--- config.mk ---
export PLATFORM = sky130hd
export DESIGN_NAME = idx_sys_timer
export DESIGN_NICKNAME = d
export VERILOG_FILES = /design/src/rtl/ist_pkg.sv /design/src/rtl/ist_prescale.sv /design/src/rtl/ist_counter.sv /design/src/rtl/ist_regwin.sv /design/src/rtl/idx_sys_timer.sv
export SDC_FILE = /design/constraint.sdc
export NUM_CORES = 1
export LEC_CHECK = 0
export ABC_AREA = 1
export BUFFER_PORTS_ARGS = -buffer_cell sky130_fd_sc_hd__buf_4
export CAP_MARGIN = 20
export CORE_MARGIN = 2
export CORE_UTILIZATION = 50
export DETAILED_ROUTE_END_ITERATION = 10
export HOLD_SLACK_MARGIN = 0.02
export PLACE_DENSITY_LB_ADDON = 0.15
export SYNTH_ARGS = -nofsm -noshare
export SYNTH_HDL_FRONTEND = slang
export SYNTH_SLANG_ARGS = --single-unit
--- constraint.sdc ---
create_clock -name clk -period 1.6 [get_ports clk]
set_clock_uncertainty 0.15 [all_clocks]
set_input_delay 0.08 -clock clk [delete_from_list [all_inputs] [get_ports clk]]
set_output_delay 0.08 -clock clk [all_outputs]
set_load 0.05 [all_outputs]
--- src/rtl/ist_pkg.sv ---
// Package ist_pkg
// Holds the shared constants of the indexed system counter: index values,
// field positions inside the control word and the one-hot divider codes.
package ist_pkg;
    localparam int IDX_W   = 8;
    localparam int DIV_W   = 3;
    localparam int EN_BIT  = 0;
    localparam int DIV_LSB = 8;

    localparam logic [IDX_W-1:0] IX_CTRL   = 8'h00;
    localparam logic [IDX_W-1:0] IX_CNT_LO = 8'h04;
    localparam logic [IDX_W-1:0] IX_CNT_HI = 8'h08;
    localparam logic [IDX_W-1:0] IX_CMP    = 8'h0C;
    localparam logic [IDX_W-1:0] IX_PEND   = 8'h10;
    localparam logic [IDX_W-1:0] IX_IRQEN  = 8'h30;

    localparam logic [DIV_W-1:0] DIV_BY2 = 3'b010;
    localparam logic [DIV_W-1:0] DIV_BY4 = 3'b100;
endpackage

--- src/rtl/ist_prescale.sv ---
// Module ist_prescale
// Turns reference ticks into count ticks at 1/1, 1/2 or 1/4 of their rate.
// Assumes div is one-hot; any other code falls back to divide-by-1.
// The phase counter is cleared while counting is disabled.
module ist_prescale
    import ist_pkg::*;
#(
    parameter int PH_W = 2
) (
    input  logic             clk,
    input  logic             rst_n,
    input  logic             en,
    input  logic             ref_tick,
    input  logic [DIV_W-1:0] div,
    output logic             tick
);
    logic [PH_W-1:0] ph_q;
    logic            by2;
    logic            by4;

    // Decode the divider select and form the count tick.
    always_comb begin
        by2  = (div == DIV_BY2);
        by4  = (div == DIV_BY4);
        tick = en && ref_tick &&
               ((!by2 && !by4) || (by2 && ph_q[0]) || (by4 && (&ph_q[1:0])));
    end

    // Advance the reference-tick phase while enabled; restart it when stopped.
    always_ff @(posedge clk) begin
        if (!rst_n || !en) begin
            ph_q <= '0;
        end else if (ref_tick) begin
            ph_q <= ph_q + PH_W'(1);
        end
    end
endmodule

--- src/rtl/ist_counter.sv ---
// Module ist_counter
// Holds the count, the captured high word and the per-CPU pending bits.
// Assumes DW < CNT_W <= 2*DW. A compare match sets every pending bit and
// wins over a clear in the same cycle.
module ist_counter #(
    parameter int NCPU  = 4,
    parameter int CNT_W = 64,
    parameter int DW    = 32
) (
    input  logic             clk,
    input  logic             rst_n,
    input  logic             en,
    input  logic             tick,
    input  logic             lo_rd,
    input  logic [DW-1:0]    cmp,
    input  logic [NCPU-1:0]  pend_clr,
    output logic [CNT_W-1:0] cnt,
    output logic [CNT_W-DW-1:0] hi_cap,
    output logic [NCPU-1:0]  pend
);
    localparam int HI_W = CNT_W - DW;

    logic match;

    // Compare the low count word against the compare value while running.
    always_comb begin
        match = en && (cnt[DW-1:0] == cmp);
    end

    // Advance the count on each prescaled tick.
    always_ff @(posedge clk) begin
        if (!rst_n) begin
            cnt <= '0;
        end else if (tick) begin
            cnt <= cnt + CNT_W'(1);
        end
    end

    // Capture the high word whenever the low word is read.
    always_ff @(posedge clk) begin
        if (!rst_n) begin
            hi_cap <= '0;
        end else if (lo_rd) begin
            hi_cap <= cnt[CNT_W-1 -: HI_W];
        end
    end

    for (genvar g = 0; g < NCPU; g++) begin : g_pend
        // Sticky pending bit of one CPU: set by match, cleared by software.
        always_ff @(posedge clk) begin
            if (!rst_n) begin
                pend[g] <= 1'b0;
            end else if (match) begin
                pend[g] <= 1'b1;
            end else if (pend_clr[g]) begin
                pend[g] <= 1'b0;
            end
        end
    end
endmodule

--- src/rtl/ist_regwin.sv ---
// Module ist_regwin
// Two-word register window: an index word and a data port that reaches the
// internal register named by the index. Unknown indices read zero and
// ignore writes. Read data is combinational.
module ist_regwin
    import ist_pkg::*;
#(
    parameter int NCPU  = 4,
    parameter int HI_W  = 32,
    parameter int DW    = 32
) (
    input  logic             clk,
    input  logic             rst_n,
    input  logic             bus_word,
    input  logic             bus_wr,
    input  logic             bus_rd,
    input  logic [DW-1:0]    bus_wdata,
    output logic [DW-1:0]    bus_rdata,
    input  logic [DW-1:0]    cnt_lo,
    input  logic [HI_W-1:0]  hi_cap,
    input  logic [NCPU-1:0]  pend,
    output logic             ctrl_en,
    output logic [DIV_W-1:0] ctrl_div,
    output logic [NCPU-1:0]  ie,
    output logic [DW-1:0]    cmp,
    output logic [NCPU-1:0]  pend_clr,
    output logic             lo_rd
);
    logic [IDX_W-1:0] idx_q;
    logic             dat_wr;
    logic [DW-1:0]    ctrl_word;

    // Decode data-port strobes for the indexed register.
    always_comb begin
        dat_wr   = bus_wr && !bus_word;
        lo_rd    = bus_rd && !bus_word && (idx_q == IX_CNT_LO);
        pend_clr = (dat_wr && (idx_q == IX_PEND)) ? bus_wdata[NCPU-1:0] : '0;
    end

    // Assemble the control word and select the read data.
    always_comb begin
        ctrl_word                   = '0;
        ctrl_word[EN_BIT]           = ctrl_en;
        ctrl_word[DIV_LSB +: DIV_W] = ctrl_div;
        if (bus_word) begin
            bus_rdata = DW'(idx_q);
        end else begin
            case (idx_q)
                IX_CTRL:   bus_rdata = ctrl_word;
                IX_CNT_LO: bus_rdata = cnt_lo;
                IX_CNT_HI: bus_rdata = DW'(hi_cap);
                IX_CMP:    bus_rdata = cmp;
                IX_PEND:   bus_rdata = DW'(pend);
                IX_IRQEN:  bus_rdata = DW'(ie);
                default:   bus_rdata = '0;
            endcase
        end
    end

    // Load the index word and the writable internal registers.
    always_ff @(posedge clk) begin
        if (!rst_n) begin
            idx_q    <= '0;
            ctrl_en  <= 1'b0;
            ctrl_div <= '0;
            ie       <= '0;
            cmp      <= '1;
        end else if (bus_wr) begin
            if (bus_word) begin
                idx_q <= bus_wdata[IDX_W-1:0];
            end else begin
                case (idx_q)
                    IX_CTRL: begin
                        ctrl_en  <= bus_wdata[EN_BIT];
                        ctrl_div <= bus_wdata[DIV_LSB +: DIV_W];
                    end
                    IX_CMP:   cmp <= bus_wdata;
                    IX_IRQEN: ie  <= bus_wdata[NCPU-1:0];
                    default: ;
                endcase
            end
        end
    end
endmodule

--- src/rtl/idx_sys_timer.sv ---
// Module idx_sys_timer
// Top of the indexed system counter: register window, prescaler and counter.
// Assumes a single bus master that writes the index before each data access.
module idx_sys_timer
    import ist_pkg::*;
#(
    parameter int NCPU  = 4,
    parameter int CNT_W = 64,
    parameter int DW    = 32
) (
    input  logic            clk,
    input  logic            rst_n,
    input  logic            ref_tick,
    input  logic            bus_word,
    input  logic            bus_wr,
    input  logic            bus_rd,
    input  logic [DW-1:0]   bus_wdata,
    output logic [DW-1:0]   bus_rdata,
    output logic [NCPU-1:0] irq_o
);
    localparam int HI_W = CNT_W - DW;

    logic             ctrl_en;
    logic [DIV_W-1:0] ctrl_div;
    logic [NCPU-1:0]  ie_q;
    logic [DW-1:0]    cmp_q;
    logic [NCPU-1:0]  pend_clr;
    logic             lo_rd;
    logic             cnt_tick;
    logic [CNT_W-1:0] cnt_q;
    logic [HI_W-1:0]  hi_cap;
    logic [NCPU-1:0]  pend_q;

    ist_regwin #(.NCPU(NCPU), .HI_W(HI_W), .DW(DW)) u_win (
        .clk(clk), .rst_n(rst_n), .bus_word(bus_word), .bus_wr(bus_wr),
        .bus_rd(bus_rd), .bus_wdata(bus_wdata), .bus_rdata(bus_rdata),
        .cnt_lo(cnt_q[DW-1:0]), .hi_cap(hi_cap), .pend(pend_q),
        .ctrl_en(ctrl_en), .ctrl_div(ctrl_div), .ie(ie_q), .cmp(cmp_q),
        .pend_clr(pend_clr), .lo_rd(lo_rd)
    );

    ist_prescale #(.PH_W(2)) u_pre (
        .clk(clk), .rst_n(rst_n), .en(ctrl_en), .ref_tick(ref_tick),
        .div(ctrl_div), .tick(cnt_tick)
    );

    ist_counter #(.NCPU(NCPU), .CNT_W(CNT_W), .DW(DW)) u_cnt (
        .clk(clk), .rst_n(rst_n), .en(ctrl_en), .tick(cnt_tick),
        .lo_rd(lo_rd), .cmp(cmp_q), .pend_clr(pend_clr),
        .cnt(cnt_q), .hi_cap(hi_cap), .pend(pend_q)
    );

    // Gate each CPU's pending bit by its enable bit.
    always_comb begin
        irq_o = pend_q & ie_q;
    end
endmodule

==> results of run 1 <==
## synth_stat cells (all sizes together)
master,instances
a21boi,1
a21oi,70
a31oi,1
and3,1
buf,29
clkbuf,17
dfxtp,150
ha,2
inv,184
mux2i,1
nand2,342
nand3,120
nand4,37
nor2,235
nor2b,1
nor3,47
nor3b,5
nor4,4
o211ai,4
o21a,3
o21ai,100
o22ai,20
or2,2
xnor2,4
xor2,10
## metal layers
layer | GRT usage | GRT overflow
met2 | 0.930 | 11
met4 | 0.788 | 9
met5 | 0.467 | 0
met3 | 0.687 | 2
met1 | 0.792 | 0
## logic make-up after synthesis
kind of cell	share of synthesized area
multiplexers	0.00115
XOR/XNOR	0.0141
flip-flops	0.345
AND/OR/NAND/NOR	0.410
buffers and inverters	0.106
adder cells (fa/ha/maj)	0.00287
AO/OA/AOI/OAI	0.121
## per-stage QoR
| stage | std cells | area (um2) | setup TNS [ns] |
|---|---|---|---|
| after global placement | 1894 | 11500 | -28.07 |
| after floorplan | 1390 | 8920 | -3.56 |
| after detailed placement | 1894 | 11500 | -32.71 |
| after CTS | 2016 | 14500 | -47.35 |
## what timing repair did
item	in CTS
hold buffers	35
resized for setup	384
endpoints found under the hold margin	83
buffers inserted	44
pin swaps	96
gates cloned	15
endpoints found under the setup margin	172
==> results.cfg, run 1 <==
[sta]
worst-ep-kind = top-level output
worst_endpoint = bus_rdata[3]

[floorplan]
die_y_um = 136
ioPinCount = 74
fp-row-count = 48
start_util = 0.507
die_x_um = 136

[placement]
dp_hpwl_mm = 25.6
place.gp.congestion = 1.01
preCtsSetupSlack_ns = -0.295
port_buffers = 73

[run_status]
haltStage = 5_1_grt
status = did not finish
error = [ERROR GRT-0232] Routing congestion too high. Check the congestion heatmap in the GUI.

[clock_network]
cts_buffers = 17
htreeDepth = 4
clock-sinks = 150
cts_buffer_depth = 2
clock-root-buffer = clkbuf_16

[grt]
grt_usage = 0.799
overflow = 22
grt_max_degree = 63

[yosys]
syn-cell-area_mm2 = 0.00871
ys_seq_area_frac = 0.345
ys_ff_latch = 150
ys_top_cells_by_area = dfxtp_1, nand2_1, nor2_1, inv_1, nand3_1
synth_area_per_cell_um2 = 6.27
synth_top_area_share = 0.345
synth_nets = 1430
ys_types = 42
synth_warnings = 0
yosysTopAreaCell = dfxtp_1
synthCells = 1390
==> run 2, diff against run 1 <==
--- a/config.mk
+++ b/config.mk
@@ -9,9 +9,8 @@
 export BUFFER_PORTS_ARGS = -buffer_cell sky130_fd_sc_hd__buf_4
 export CAP_MARGIN = 20
 export CORE_MARGIN = 2
-export CORE_UTILIZATION = 50
+export CORE_UTILIZATION = 35
 export DETAILED_ROUTE_END_ITERATION = 10
-export HOLD_SLACK_MARGIN = 0.02
 export PLACE_DENSITY_LB_ADDON = 0.15
 export SYNTH_ARGS = -nofsm -noshare
 export SYNTH_HDL_FRONTEND = slang
==> constraint.sdc (replaced) <==
create_clock -name clk -period 2.1 [get_ports clk]
set_clock_uncertainty 0.15 [all_clocks]
set_input_delay 0.105 -clock clk [delete_from_list [all_inputs] [get_ports clk]]
set_output_delay 0.105 -clock clk [all_outputs]
set_load 0.05 [all_outputs]
==> run 2 against run 1 <==
  * The flow now finishes, with violations (setup timing)
  * Synthesized area is the same
  * Synthesized cell count is the same
==> results.cfg, run 2 <==
[run_status]
status = complete, but fails checks
violations = setup timing

[power_and_ir_drop]
power_switching_w = 0.00171
ir_drop_mv = 0.434
internal_power_w = 0.00507
power_leakage_nw = 4.92
p_comb_frac = 0.099
seqPwrFrac = 0.427
swShare = 0.252
total_power_w = 0.00679
power.density_mw_per_mm2 = 590
pwr-share-clk = 0.474

[yosys]
synthArstFlopShare = 0
ys_types = 42
ys.flop_type = dfxtp_1
syn-cell-area_mm2 = 0.00871
synth_warnings = 0
synth_nets = 1430
synthCells = 1390
ys_top_cells_by_area = dfxtp_1, nand2_1, nor2_1, inv_1, nand3_1
synth_enable_flop_cells = 0
synth_area_per_cell_um2 = 6.27
synth_most_common_cell = nand2_1
ys_ff_latch = 150
yosysTopAreaCell = dfxtp_1
synth_top_area_share = 0.345
ys_top_cells_by_count = nand2_1, nor2_1, inv_1
ys_seq_area_frac = 0.345

[grt]
overflow = 0
grt_usage = 0.251
grt_pass1_vias = 8937
grt_pass1_wl_mm = 50.5
antenna_found_initial = 0
grt_max_degree = 52

[drt]
routed_wl_mm = 32.9
wl_per_cell_um = 17.6
vias_per_cell = 5.11
drtIter0Drc = 917
vias = 9542
drtPass1Iterations = 5
ant_nets = 0
drc = 0

[placement]
dpl.cell_count = 1797
place_area_mm2 = 0.00997
dp_hpwl_mm = 25.1
port_buffers = 73
place.gp.congestion = 1.01

[finish]
num-nets-final = 1574
stdcell_count = 1869
largest_register_ffs = 64
area_growth_pct = 31.9
layout-drive-gt1-share = 0.192
reg_top3 = u_cnt.cnt: 64 flops, u_cnt.hi_cap: 32 flops, u_win.cmp: 32 flops
fillers = 2539
final_area_mm2 = 0.0115
final_cell_mix = nand2_1, nor2_1, inv_1
diodes = 0
regMostFlops = u_cnt.cnt
final_common_cell = nand2_1

[clock_network]
cts_buffers = 17
cts_tree = done
cts_buffer_depth = 2
clkTransAtPathRegs_ns = 0.07
clock-root-buffer = clkbuf_16
clk_latency_ns = 0.43
clock-sinks = 150
htreeDepth = 4

[floorplan]
die_x_um = 162
ioPinCount = 74
fp-row-count = 57
core-area_mm2 = 0.0244
die_area_mm2 = 0.0262
start_util = 0.357
die_y_um = 162

[sta]
relSlewSlack = 0.684
fin_tns_setup_ns = -4.83
worst_pin_slew_ns = 0.473
hold_viol_final = 0
max_freq_mhz = 435
drv_slew = 0
setup_viol_count_final = 32
rsz0062_at_grt = yes
min_period_ns = 2.30
whs_ns = 0.0623
fin_crit_sh = 1.09
finalWorstSetupSlack_ns = -0.199

[worst_setup_path]
criticalPathCategory = flop to primary output
crit_arrival_ns = 2.04
reg2regPathDepth = 10
crit_fanout = 15
start_kind = flop
cp_data_required_time_ns = 1.85
cp-end-kind = primary output

[worst_hold_path]
hold_depth = 5
hp-class = primary input to flop

[job]
cap_violations = 0
-- run 2: kinds of logic after synthesis --
group	after synthesis	synth area share
buf+inv	230	0.106
flops	150	0.345
xor+xnor	14	0.0141
mux	1	0.00115
compound gates	199	0.121
simple gates	794	0.410
fa+ha+maj	2	0.00287
-- run 2: worst paths after layout --
kind	endpoint	from	slack, ns
hold / removal	u_win.ie[2]$_SDFFE_PN0P_	bus_wr	0.06
hold reg to reg	u_cnt.hi_cap[31]$_SDFFE_PN0P_	u_cnt.cnt[63]$_SDFFE_PN0P_	0.32
setup / recovery	bus_rdata[31]	u_win.idx_q[6]$_SDFFE_PN0P_	-0.20
setup reg to reg	u_cnt.cnt[46]$_SDFFE_PN0P_	u_cnt.cnt[0]$_SDFFE_PN0P_	0.15
-- run 2: metal layers --
layer / up-vias / global-route usage / routed length [um]
li1: 4771 / - / -
met1: 4437 / 0.358 / 15500
met2: 282 / 0.396 / 14700
met3: 52 / 0.0373 / 1860
met4: 0 / 0.0708 / 862
met5: - / 0 / 0
-- run 2: final cells by class --
class | count | area (um2) | share of cell area
clock buffers | 19 | 453 | 0.0394
clock inverters | 11 | 148 | 0.0128
inverters | 184 | 706 | 0.0614
multi-input cells | 1010 | 5090 | 0.443
flip-flops and latches | 150 | 3020 | 0.263
well taps | 324 | 405 | 0.0353
repair buffers | 171 | 1680 | 0.146
-- run 2: through the flow --
stage                     worst slack (ns)  utilization
after floorplan                    0.00745            -
after global placement              -0.120        0.409
after detailed placement            -0.127        0.409
after CTS                           -0.195        0.460
after global routing                -0.276        0.471
final                               -0.199        0.471
-- run 2: worst max-delay path: stages, from the launching register on --
cell,delay [ns]
dfxtp_2,0.34
nor2_4,0.15
nand3_4,0.15
inv_4,0.11
nand2_4,0.09
buf_12,0.18
o22ai_4,0.14
a21oi_1,0.07
nor2_1,0.19
buf_6,0.19
-- run 2: timing repair --
action | 4_1_cts | 5_1_grt
gates resized for setup | 78 | 68
hold buffers | 34 | 0
endpoints found under the setup margin | 32 | 45
cloned | 1 | 2
pin swaps | 7 | 8
endpoints found under the hold margin | 60 | 0
setup buffers | 2 | 3
-- run 2: power by group through the flow --
stage               Sequential [W]  Clock, W  Combinational [W]
floorplan                  0.00295         0           0.000282
global placement           0.00296         0           0.000496
detailed placement         0.00296         0           0.000497
CTS                        0.00289   0.00325           0.000597
global route               0.00290   0.00336           0.000717
finish                     0.00290   0.00322           0.000670
(Power assumes the default switching activity.)
==> run 3, diff against run 2 <==
--- a/config.mk
+++ b/config.mk
@@ -12,6 +12,8 @@
 export CORE_UTILIZATION = 35
 export DETAILED_ROUTE_END_ITERATION = 10
 export PLACE_DENSITY_LB_ADDON = 0.15
+export REMOVE_ABC_BUFFERS = 1
 export SYNTH_ARGS = -nofsm -noshare
 export SYNTH_HDL_FRONTEND = slang
+export SYNTH_HIERARCHICAL = 1
 export SYNTH_SLANG_ARGS = --single-unit
==> run 3 against run 2 <==
  * The run still ends with setup timing left
  * Combinational power grew 21%
  * Non-clock buffer count grew 18
  * Flip-flop and latch count is the same
  * Hold slack gained 0.080 ns
  * Clock power grew 7.1%
  * Count of clock-buffer cells in the layout is the same
  * Via count shrank 0.71%
  * Sequential share of layout area shrank 1.1 points
  * Critical path depth grew 3
  * Critical endpoint is now bus_rdata[24]
  * Largest power group unchanged
  * Highest routed layer unchanged
==> results.cfg, run 3 <==
[run_status]
status = complete, but fails checks
violations = setup timing

[drt]
routed_wl_mm = 32.4
drtIter0Drc = 808
vias = 9474
ant_nets = 0
drtPass1Iterations = 5
vias_per_cell = 4.97
wl_per_cell_um = 17.0
drc = 0

[clock_network]
cts_buffers = 17
clkTransAtPathRegs_ns = 0.06
cts_buffer_depth = 2
cts_tree = done
clock-sinks = 150
htreeDepth = 4
clock-root-buffer = clkbuf_16
clk_latency_ns = 0.43

[sta]
drv_slew = 0
relSlewSlack = 0.512
finalWorstSetupSlack_ns = -0.198
fin_crit_sh = 1.09
setup_viol_count_final = 33
fin_tns_setup_ns = -3.87
rsz0062_at_grt = yes
max_freq_mhz = 435
hold_viol_final = 0
worst_pin_slew_ns = 0.733
min_period_ns = 2.30

[placement]
dp_hpwl_mm = 22.2
place_area_mm2 = 0.00980
port_buffers = 73
place.gp.congestion = 0.934

[worst_setup_path]
crit_arrival_ns = 2.04
worstPathCellList = inv_2 > nand2_4 > nor2_8 > buf_6 > buf_8 > buf_16 > buf_8 > nand3_2 > nand3_1 > nand2_1 > inv_1 > buf_6
cp.buffers_inverters = 7
criticalPathCategory = flop to primary output
cp-end-kind = primary output
cp_data_required_time_ns = 1.85
cpMaxStageDelayCell = dfxtp_2
crit_fanout = 6
critPathMaxStageDelay_ns = 0.31
start_kind = flop
crit_family = buffers and inverters

[power_and_ir_drop]
p_comb_frac = 0.113
seqPwrFrac = 0.405
power_switching_w = 0.00178
power_leakage_nw = 5.30
power.density_mw_per_mm2 = 598
internal_power_w = 0.00538
ir_drop_mv = 0.461
pwr-share-clk = 0.482
swShare = 0.249

[finish]
layout-drive-gt1-share = 0.231
largest_register_ffs = 64
final_cell_mix = nand2_1, nor2_1, dfxtp_1
diodes = 0
final_common_cell = nand2_1
num-nets-final = 1611
fillers = 2479
area_growth_pct = 37.8
reg_top3 = u_cnt/cnt: 64 flops, u_cnt/hi_cap: 32 flops, u_win/cmp: 32 flops
final_area_mm2 = 0.0120
regMostFlops = u_cnt/cnt

[yosys]
ys.flop_type = dfxtp_1
synth_top_area_share = 0.346
ys_types = 41
synth_most_common_cell = nand2_1
ys_top_cells_by_area = dfxtp_1, nand2_1, nor2_1, nand3_1, inv_1
synth_warnings = 6
ys_seq_area_frac = 0.346
synth_enable_flop_cells = 0
yosysTopAreaCell = dfxtp_1
synthArstFlopShare = 0
syn-cell-area_mm2 = 0.00869
synthCells = 1408
ys_top_cells_by_count = nand2_1, nor2_1, nand3_1
ys_ff_latch = 150
synth_area_per_cell_um2 = 6.17

[grt]
overflow = 0
grt_pass1_vias = 9143
grt_pass1_wl_mm = 50.3
grt_usage = 0.248
grt_max_degree = 52
antenna_found_initial = 0

[job]
cap_violations = 0

[floorplan]
fp-row-count = 57
core-area_mm2 = 0.0243
ioPinCount = 74
die_area_mm2 = 0.0261
start_util = 0.357
die_x_um = 162
die_y_um = 162

[worst_hold_path]
hp-class = primary input to flop
[run 3: cell types whose count changed after synthesis, sizes merged, moves of 17 or more]
cell	before	now
nand2	342	419
nand3	120	159
inv	184	156
nor3	47	23
nand4	37	15
o22ai	20	0
nor2	235	254
o21ai	100	83
[run 3: cell families (layout without fill, tap and decap cells)]
kind of cell,after synthesis,in the layout,synth area share
fa+ha+maj,2,2,0.00288
compound gates,158,158,0.0955
simple gates,882,883,0.447
flops,150,150,0.346
xor+xnor,14,14,0.0141
buf+inv,202,377,0.0950
[run 3: area by class of cell]
type | count | area [um2] | share of cell area
Inverter | 156 | 601 | 0.0502
Multi-Input combinational cell | 1057 | 5310 | 0.443
Clock inverter | 13 | 204 | 0.0170
Clock buffer | 19 | 443 | 0.0370
Timing Repair Buffer | 189 | 2000 | 0.167
Tap cell | 324 | 405 | 0.0339
Sequential cell | 150 | 3010 | 0.252
[run 3: path summary, 6_finish.rpt]
kind	start	endpoint	slack, ns	depth (start not counted)
max	u_win/idx_q[7]$_SDFFE_PN0P_	bus_rdata[24]	-0.20	12
min	bus_rd	u_cnt/hi_cap[7]$_SDFFE_PN0P_	0.14	5
max reg2reg	u_pre/ph_q[0]$_SDFFE_PP0P_	u_cnt/cnt[45]$_SDFFE_PN0P_	-0.02	16
min reg2reg	u_cnt/pend[2]$_SDFFE_PN0P_	u_cnt/pend[2]$_SDFFE_PN0P_	0.33	2
[run 3: timing repair]
action | in CTS | in global routing
gates cloned | 7 | 3
endpoints found under the hold margin | 57 | 0
hold buffers | 34 | 0
buffers inserted | 22 | 8
setup endpoints to repair | 36 | 67
pin swaps | 9 | 45
resized for setup | 92 | 117
[run 3: power groups by stage]
stage          logic (W)  registers, W  clock network [W]
2_1_floorplan   0.000251       0.00295                  0
3_3_place_gp    0.000489       0.00296                  0
3_5_place_dp    0.000493       0.00296                  0
4_1_cts         0.000729       0.00290            0.00352
5_1_grt         0.000861       0.00290            0.00363
6_report        0.000811       0.00290            0.00345
[run 3: worst min-delay path, delay by kind of cell]
family	cells	cell delay [ns]
buf+inv	2	0.30
simple gates	2	0.15
compound gates	1	0.13
[run 3: per-layer routing]
metal  wire length [um]  global-route usage
met4                876              0.0775
met5                  0                   0
met2              14900               0.415
met3               1560              0.0357
met1              15000               0.331
[run 3: stage by stage]
step / std cells / hold slack, ns / utilization / setup WS, ns / power (W)
final: 1908 / 0.142 / 0.492 / -0.198 / 0.00716
after global placement: 1804 / 0.166 / 0.403 / -0.0180 / 0.00345
after floorplan: 1362 / 0.0306 / - / -1.01 / 0.00320
after global routing: 1908 / 0.186 / 0.492 / -0.269 / 0.00739
after detailed placement: 1804 / 0.170 / 0.403 / -0.0848 / 0.00345
after CTS: 1897 / 0.113 / 0.472 / -0.166 / 0.00714
